[src/rtl/strip_seq_pkg.sv]
package strip_seq_pkg;
  typedef enum logic [1:0] {
    ST_IDLE  = 2'd0,
    ST_ISSUE = 2'd1,
    ST_DONE  = 2'd2
  } seq_state_e;
endpackage

[src/rtl/strip_len_gen.sv]
// Combinational strip sizing: remainder strip first, full strips afterwards.
module strip_len_gen #(
  parameter int N_W   = 16,
  parameter int MVL   = 64,
  parameter int LEN_W = $clog2(MVL + 1)
) (
  input  logic [N_W-1:0]   total_i,
  input  logic [N_W-1:0]   off_i,
  output logic [LEN_W-1:0] len_o,
  output logic [N_W-1:0]   next_off_o,
  output logic             last_o
);
  localparam int          RB       = (MVL > 1) ? $clog2(MVL) : 1;
  localparam logic [LEN_W-1:0] FULL_LEN = LEN_W'(MVL);

  logic [LEN_W-1:0] rem;
  logic             first_partial;
  logic [N_W:0]     sum;

  generate
    if ((MVL & (MVL - 1)) == 0) begin : g_pow2
      assign rem = LEN_W'(total_i[RB-1:0]);
    end else begin : g_mod
      assign rem = LEN_W'(total_i % N_W'(MVL));
    end
  endgenerate

  assign first_partial = (off_i == '0) && (rem != '0);

  always_comb begin
    if (first_partial) len_o = rem;
    else               len_o = FULL_LEN;
  end

  assign sum        = {1'b0, off_i} + (N_W + 1)'(len_o);
  assign next_off_o = sum[N_W-1:0];
  assign last_o     = (sum >= {1'b0, total_i});
endmodule

[src/rtl/strip_fsm.sv]
// Job state, trip count and running offset registers.
module strip_fsm
  import strip_seq_pkg::*;
#(
  parameter int N_W = 16
) (
  input  logic           clk,
  input  logic           rst_n,
  input  logic           start_i,
  input  logic [N_W-1:0] total_i,
  input  logic           ready_i,
  input  logic           last_i,
  input  logic [N_W-1:0] next_off_i,
  output seq_state_e     state_o,
  output logic [N_W-1:0] total_q_o,
  output logic [N_W-1:0] off_q_o
);
  seq_state_e     st_q, st_d;
  logic [N_W-1:0] tot_q, tot_d;
  logic [N_W-1:0] off_q, off_d;
  logic           accept, advance, tot_en, off_en;

  assign accept  = start_i && (st_q != ST_ISSUE);
  assign advance = (st_q == ST_ISSUE) && ready_i && !last_i;
  assign tot_en  = accept;
  assign off_en  = accept || advance;

  always_comb begin
    st_d  = st_q;
    tot_d = tot_q;
    off_d = off_q;
    case (st_q)
      ST_IDLE, ST_DONE: begin
        if (start_i) begin
          tot_d = total_i;
          off_d = '0;
          st_d  = (total_i == '0) ? ST_DONE : ST_ISSUE;
        end
      end
      ST_ISSUE: begin
        if (ready_i) begin
          if (last_i) st_d  = ST_DONE;
          else        off_d = next_off_i;
        end
      end
      default: st_d = ST_IDLE;
    endcase
  end

  always_ff @(posedge clk or negedge rst_n) begin
    if (!rst_n) st_q <= ST_IDLE;
    else        st_q <= st_d;
  end

  always_ff @(posedge clk or negedge rst_n) begin
    if (!rst_n)      tot_q <= '0;
    else if (tot_en) tot_q <= tot_d;
  end

  always_ff @(posedge clk or negedge rst_n) begin
    if (!rst_n)      off_q <= '0;
    else if (off_en) off_q <= off_d;
  end

  assign state_o   = st_q;
  assign total_q_o = tot_q;
  assign off_q_o   = off_q;
endmodule

[src/rtl/strip_seq.sv]
module strip_seq
  import strip_seq_pkg::*;
#(
  parameter int N_W = 16,
  parameter int MVL = 64
) (
  input  logic                       clk,
  input  logic                       rst_n,
  input  logic                       start_i,
  input  logic [N_W-1:0]             total_i,
  output logic                       strip_valid_o,
  input  logic                       strip_ready_i,
  output logic [N_W-1:0]             strip_off_o,
  output logic [$clog2(MVL+1)-1:0]   strip_len_o,
  output logic                       done_o
);
  localparam int LEN_W = $clog2(MVL + 1);

  seq_state_e       state;
  logic [N_W-1:0]   total_q, off_q, next_off;
  logic [LEN_W-1:0] len;
  logic             last;

  strip_fsm #(.N_W(N_W)) i_fsm (
    .clk        (clk),
    .rst_n      (rst_n),
    .start_i    (start_i),
    .total_i    (total_i),
    .ready_i    (strip_ready_i),
    .last_i     (last),
    .next_off_i (next_off),
    .state_o    (state),
    .total_q_o  (total_q),
    .off_q_o    (off_q)
  );

  strip_len_gen #(.N_W(N_W), .MVL(MVL), .LEN_W(LEN_W)) i_len (
    .total_i    (total_q),
    .off_i      (off_q),
    .len_o      (len),
    .next_off_o (next_off),
    .last_o     (last)
  );

  assign strip_valid_o = (state == ST_ISSUE);
  assign done_o        = (state == ST_DONE);
  assign strip_off_o   = off_q;
  assign strip_len_o   = len;
endmodule

[config.mk]
export PLATFORM = sky130hd
export DESIGN_NAME = strip_seq
export DESIGN_NICKNAME = d
export VERILOG_FILES = /design/src/rtl/strip_seq_pkg.sv /design/src/rtl/strip_len_gen.sv /design/src/rtl/strip_fsm.sv /design/src/rtl/strip_seq.sv
export SDC_FILE = /design/constraint.sdc
export NUM_CORES = 1
export LEC_CHECK = 0
export BUFFER_PORTS_ARGS = -buffer_cell sky130_fd_sc_hd__buf_2
export CORE_MARGIN = 3
export CORE_UTILIZATION = 50
export CTS_CLUSTER_DIAMETER = 40
export DETAILED_ROUTE_END_ITERATION = 12
export GPL_ROUTABILITY_DRIVEN = 0
export PLACE_DENSITY = 0.81
export SYNTH_ARGS = -nofsm -noshare
export SYNTH_HDL_FRONTEND = slang
export SYNTH_SLANG_ARGS = --single-unit
[constraint.sdc]
create_clock -name clk -period 8.1 [get_ports clk]
set_input_delay 1.62 -clock clk [delete_from_list [all_inputs] [get_ports clk]]
set_output_delay 1.62 -clock clk [all_outputs]
set_load 0.005 [all_outputs]
# == Word-level counts from Yosys, hierarchy flattened ==
# Cells that the tools add are included.
# totals
reg_bits,34
latch_bits,0
ramBits,0
mem_bits_ro,0
input_bits,20
output_inout_bits,25
word_cells,37
mem_count,0
# classes
addsub,1
mul,0
div,0
order_cmp,1
n_eq_ne,7
shift,0
n_mux,10
bitwise_logic,0
reduce_logical,15
# op_table
operator,count
$mux W16,3
$logic_not A16 Y1,2
$pmux W16 S2,1
$add A16 B7 Y17,1
$ge A17 B16 Y1,1
$mux W2,4
$mux W7,1
$reduce_bool A7 Y1,1
$ne A2 B1 Y1 const B,3
$reduce_and A3 Y1,2
$reduce_and A5 Y1,1
$logic_and A1 B1 Y1,4
$ne A2 B2 Y1 const B,2
$pmux W2 S2,1
$eq A2 B1 Y1 const B,1
$eq A2 B2 Y1 const B,1
$logic_not A2 Y1,1
$reduce_bool A2 Y1,1
$reduce_or A2 Y1,1
$logic_not A1 Y1,1
$logic_or A1 B1 Y1,1

# == Depth between registers and ports, before layout ==
# logic_depth
depth_word,9
mapped_depth,19
depth_no_buf,17

# == By module ==
# A second synthesis with hierarchy kept.
# unflattened
cells_unflattened,293
hier_area_um2,2508.7
# modules_own_cells
mod,n_inst,cells_per_inst,area_each_um2,seq_area_each_um2
strip_fsm,1,152,1486.4,850.8
strip_len_gen,1,139,1007.2,0.0
strip_seq,1,2,15.0,0.0

# == Worst setup path after synthesis ==
# No wires, ideal clock.
# synth_timing
path_type,register to register
startpoint,register i_fsm.off_q[9] (netlist: i_fsm.off_q_o[9])
endpoint,register i_fsm.off_q[10] (netlist: i_fsm.off_q_o[10])
setup_ps,121
t_arrival_ps,3908
required_ps,7979
path_slack_ps,4071
path_stages_with_launch,20
n_path_buf,2
period_less_slack_ps,4029
cell_sequence,dfrtp_1 > buf_2 > nor4_1 > nand4_1 > a31oi_1 > and2_1 > ha_1 > fa_1 > a211oi_1 > o21ai_1 > nand4_1 > xnor2_1 > ha_1 > a21oi_1 > nor2b_1 > a2111oi_2 > nand4_1 > o21a_2 > buf_6 > o22a_1
# synth_between
elab_chain_len,9
word_cells_on_any_way,13
classes_between,add/sub: 1; order compare: 1; eq/ne: 1; mux: 4; reduce/logical: 6
# synth_rtl
item,line,text
start: declaration,strip_fsm.sv:20,"logic [N_W-1:0] off_q, off_d;"
start signal: assignment,strip_fsm.sv:61,if (!rst_n) off_q <= '0;
start signal: assignment,strip_fsm.sv:62,else if (off_en) off_q <= off_d;
$logic_not A16 Y1 (*),strip_len_gen.sv:28,assign first_partial = (off_i == '0) && (rem != '0);
$logic_and A1 B1 Y1 (*),strip_len_gen.sv:28,
$mux W7 (*),strip_len_gen.sv:31,if (first_partial) len_o = rem;
via strip_len_o[0],strip_seq.sv:14,"output logic [$clog2(MVL+1)-1:0] strip_len_o,"
$add A16 B7 Y17 (*),strip_len_gen.sv:35,"assign sum = {1'b0, off_i} + (N_W + 1)'(len_o);"
$ge A17 B16 Y1,strip_len_gen.sv:37,"assign last_o = (sum >= {1'b0, total_i});"
$logic_not A1 Y1,strip_fsm.sv:24,assign advance = (st_q == ST_ISSUE) && ready_i && !last_i;
$logic_and A1 B1 Y1,strip_fsm.sv:24,
$logic_or A1 B1 Y1,strip_fsm.sv:26,assign off_en = accept || advance;
$reduce_and A5 Y1 (no line),-,
# The timed path passes the listed nets; every way through them passes the cells marked *. The select of a mux whose other input is x is not followed.
# A chain may end at the register's enable or synchronous reset.

# == Final worst setup path ==
# layout_timing
startpoint,register i_fsm.off_q[9] (netlist: i_fsm.off_q_o[9])
endpoint,register i_fsm.off_q[12] (netlist: i_fsm.off_q_o[12])
# layout_between
elab_chain_len,9
word_cells_on_any_way,13
classes_between,add/sub: 1; order compare: 1; eq/ne: 1; mux: 4; reduce/logical: 6
# layout_rtl
item,line
$logic_not A16 Y1,strip_len_gen.sv:28
$logic_and A1 B1 Y1,strip_len_gen.sv:28
$mux W7,strip_len_gen.sv:31
$add A16 B7 Y17 (*),strip_len_gen.sv:35
$ge A17 B16 Y1,strip_len_gen.sv:37
$logic_not A1 Y1,strip_fsm.sv:24
$logic_and A1 B1 Y1,strip_fsm.sv:24
$logic_or A1 B1 Y1,strip_fsm.sv:26
$reduce_and A5 Y1 (no line),-
# Mark *: on every way between the ends. The rest lies on a longest branch, timed or not. The select of a mux whose other input is x is not followed.

==> metrics.md <==
| Metric | Value |
|---|---|
| Seq/Total Area, Yosys | between 30% and 40% |
| Initial antenna violation count | 0 |
| HP Class | flip-flop to flip-flop |
| Mapped Nets | 303 |
| Htree depth | 2 |
| Most used DFF post-synth | dfrtp_1 |
| Synthesized area per cell | 9.357 µm² |
| Synthesized flop and latch total | 34 |
| Pin count of the biggest net entering global routing | 35 |
| First-pass GRT wire length | roughly 9800 µm |
| Max clock buf depth | 2 |
| Drt first pass iters | 4 |
| Pwr Density | ~360 mW/mm² |
| Critical path depth | 17 |
| Worst skew pair latency | roughly 0.29 ns |
| FF-to-FF End | i_fsm.off_q_o[12] |
| Outcome | complete, no violations |
| ANT cells | 0 |
| Final #Nets | 345 |
| Total routed wirelength | between 5000 and 6000 µm |
| Grt total ovfl | 0 |
| Lkg Pwr | around 1.3 nW |
| Starting DRC count in detailed routing | roughly 260 |
| Starting Density | around 54% |
| Share of cells above drive strength 1 | 24.17% |
| Hpwl dp | roughly 4500 µm |
| RSZ-0062 raised after global routing | false |
| Wire per inst | 16.80 µm |
| # IOs | 45 |
| Top post-synthesis cells by area | dfrtp_1, ha_1, mux2_2 |
| Final Hold Viols | 0 |
| IO Port Bufs | 44 |
| All-Layer GR Usage | between 20% and 30% |
| CP Cell Sequence | nor4_1, nand4_1, a31oi_1, inv_1, ha_1, o21ai_0, a21oi_1, nand3_2, nor2_1, xor2_1, ha_1, nand3_1, nor3_1, a2111oi_2, nand4_1, o21a_2, a21o_1 |
| Clock sinks | 34 |
| Post-synth EDFFs | 0 |
| R2R Path Start | i_fsm.off_q_o[9] |
| Slew HR | 18.59% |
| Tcrit/Tclk final | 69.37% |
| Clk_skew | 0.008701 ns |
| HP Start | i_fsm.total_q_o[5] |
| Top cell type's share of synthesized area | a little over a third |
| Die Span Y | about 76 µm |
| Clock tree from TritonCTS | done |
| Most instantiated cells after synthesis | dfrtp_1, ha_1, inv_1, nand2_1, mux2_2 |
| Postcts setup bufs | 0 |
| Drt via density | around 6 |
| Pre-CTS WS | roughly 2.7 ns |
| Slowest stage delay, CP | ~0.75 ns |
| Fraction of registers with async set/reset | 100.0% |
| Die Wd | between 70 and 80 µm |
| Synth warn | 0 |
| Critical Path RT | approximately 8.3 ns |
| Slowest CP cell | nand4_1 |
| Remaining antenna violation count after routing | 0 |
| Area growth from synthesis to layout | 13.47% |
| Drt drc | 0 |
| Vias | between 2k and 2.5k |
| Maximum vdd ir drop | 0.1988 mV |
| Core box area | ~0.0045 mm² |
| Fillers | 404 |
| Count of pins over their slew limit | 0 |
| Num CTS Buffers | 5 |
| Endpoints failing setup | 0 |
| Area of the mapped netlist | between 0.002 and 0.0025 mm² |
| Register-to-register setup slack | between 2 and 2.5 ns |
| Syn Inst Count | about 260 |
| Maxcap violations | 0 |
| Post-route setup TNS | 0 ns |
| Synth unique cells | between 40 and 50 |
| Most frequent cell after synthesis | dfrtp_1 |
| R2R cell count | 17 |
| Delay-heaviest family, CP | simple AND/OR/NAND/NOR gates |
| Fmax achieved | 0.1780 GHz |
| Final WS setup | between 2 and 2.5 ns |
| Reg clk slew, reported paths | about 0.07 ns |
| Setup crit end kind | flip-flop |
| Worst Tran Pin Value | 1.213 ns |
| Vias in the first global route | approximately 2.1k |
| Min Tclk post-route | roughly 5.6 ns |
| Cell taking the most area after synthesis | dfrtp_1 |
| Worst hold slack | between 0.5 and 0.6 ns |
| Full die area | 0.005718 mm² |
| Root buf cell | clkbuf_8 |
| Worst Hold Path Cells | 1 |
| PostCTS Resize Cnt | 0 |
| Critical path class | flip-flop to flip-flop |
| WP buf/inv | 1 |
| Max FO, Critical Path | 21 |
| Rows | 24 |
| Hold endpoint | i_fsm.total_q_o[5] |
| Hold-fix buffers, CTS | 0 |
| Critical path startpoint category | flip-flop |
| Critical Path AT | roughly 5.8 ns |
==> sequential cells by signal, indices dropped and copies added, names as in the netlist <==
signal           flops
i_fsm.off_q_o       16
i_fsm.state_o        2
i_fsm.total_q_o     16
==> metrics by stage <==
stage | instance area [µm²] | util (%) | total power, mW | instances
2_1_floorplan | 2424 | - | 0.7055 | 259
3_3_place_gp | 2659 | 59.03 | 0.8336 | 346
3_5_place_dp | 2659 | 59.03 | 0.8592 | 346
4_1_cts | 2750 | 61.06 | 0.9949 | 354
5_1_grt | 2750 | 61.06 | 1.086 | 354
6_report | 2750 | 61.06 | 0.9997 | 354
==> cells in the final DEF (no fill, tap or decap), types with 2 or more instances in the layout <==
cell type / synthesis / layout
nand2b_1: 3 / 3
nand2_1: 22 / 22
dfrtp_1: 34 / 34
o21ai_1: 7 / 7
clkbuf_8: 0 / 6
xnor2_1: 10 / 10
and3_1: 2 / 2
xor2_1: 4 / 4
nor2_1: 11 / 11
o21bai_1: 2 / 2
nor2b_1: 2 / 2
buf_2: 4 / 44
nand4_1: 5 / 5
nand3_1: 8 / 8
o21ai_0: 11 / 11
o211ai_1: 8 / 8
a21oi_1: 13 / 13
ha_1: 23 / 23
nor3_1: 5 / 5
o31ai_1: 2 / 2
and4_1: 2 / 2
nor4_1: 12 / 12
mux2_2: 16 / 16
inv_1: 23 / 23
o22a_1: 6 / 6
==> cell type report <==
class	instances	area (µm²)	share of cell area [%]
multi-input combinational	193	1436	52.23
sequential	34	850.8	30.94
timing repair buffer	44	220.2	8.007
clock buffer	7	86.33	3.139
inverter	23	86.33	3.139
tap	52	65.06	2.366
clock inverter	1	5.005	0.1820
==> worst max-delay path by stage <==
stage	start	slack, ns	endpoint
global route	i_fsm.off_q_o[9]	2.14	i_fsm.off_q_o[2]
finish	i_fsm.off_q_o[9]	2.48	i_fsm.off_q_o[12]
global placement	i_fsm.off_q_o[13]	2.85	i_fsm.off_q_o[12]
floorplan	i_fsm.off_q_o[9]	4.07	i_fsm.off_q_o[10]
detailed placement	i_fsm.off_q_o[9]	2.66	i_fsm.off_q_o[12]
CTS	i_fsm.off_q_o[9]	2.61	i_fsm.off_q_o[12]
==> report_power, final <==
part           switching [mW]  internal, mW
Combinational           0.349         0.233
Clock                  0.0628        0.0686
Sequential             0.0548         0.231
Total                   0.467         0.533
==> logic make-up (layout without fill, tap and decap cells) <==
family	count (synthesis)	after routing	synth area share, %
and+or+nand+nor	75	75	15.80
AOI/OAI and AO/OA	64	64	18.28
DFF	34	34	35.11
buffers and inverters	32	75	5.627
adders and majority gates	24	24	12.70
muxes	16	16	7.434
xor gates and xnor gates	14	14	5.059
==> layer usage <==
layer	wire length, µm	global-route usage [%]	share of wire (%)	vias up
met2	2795	36.15	47	89
li1	-	-	-	1036
met5	0	0	0	-
met4	52	4.660	0.87	0
met1	2636	30.57	44	1021
met3	464	5.541	7.8	10
No activity file was read; power rests on OpenSTA's default activity.
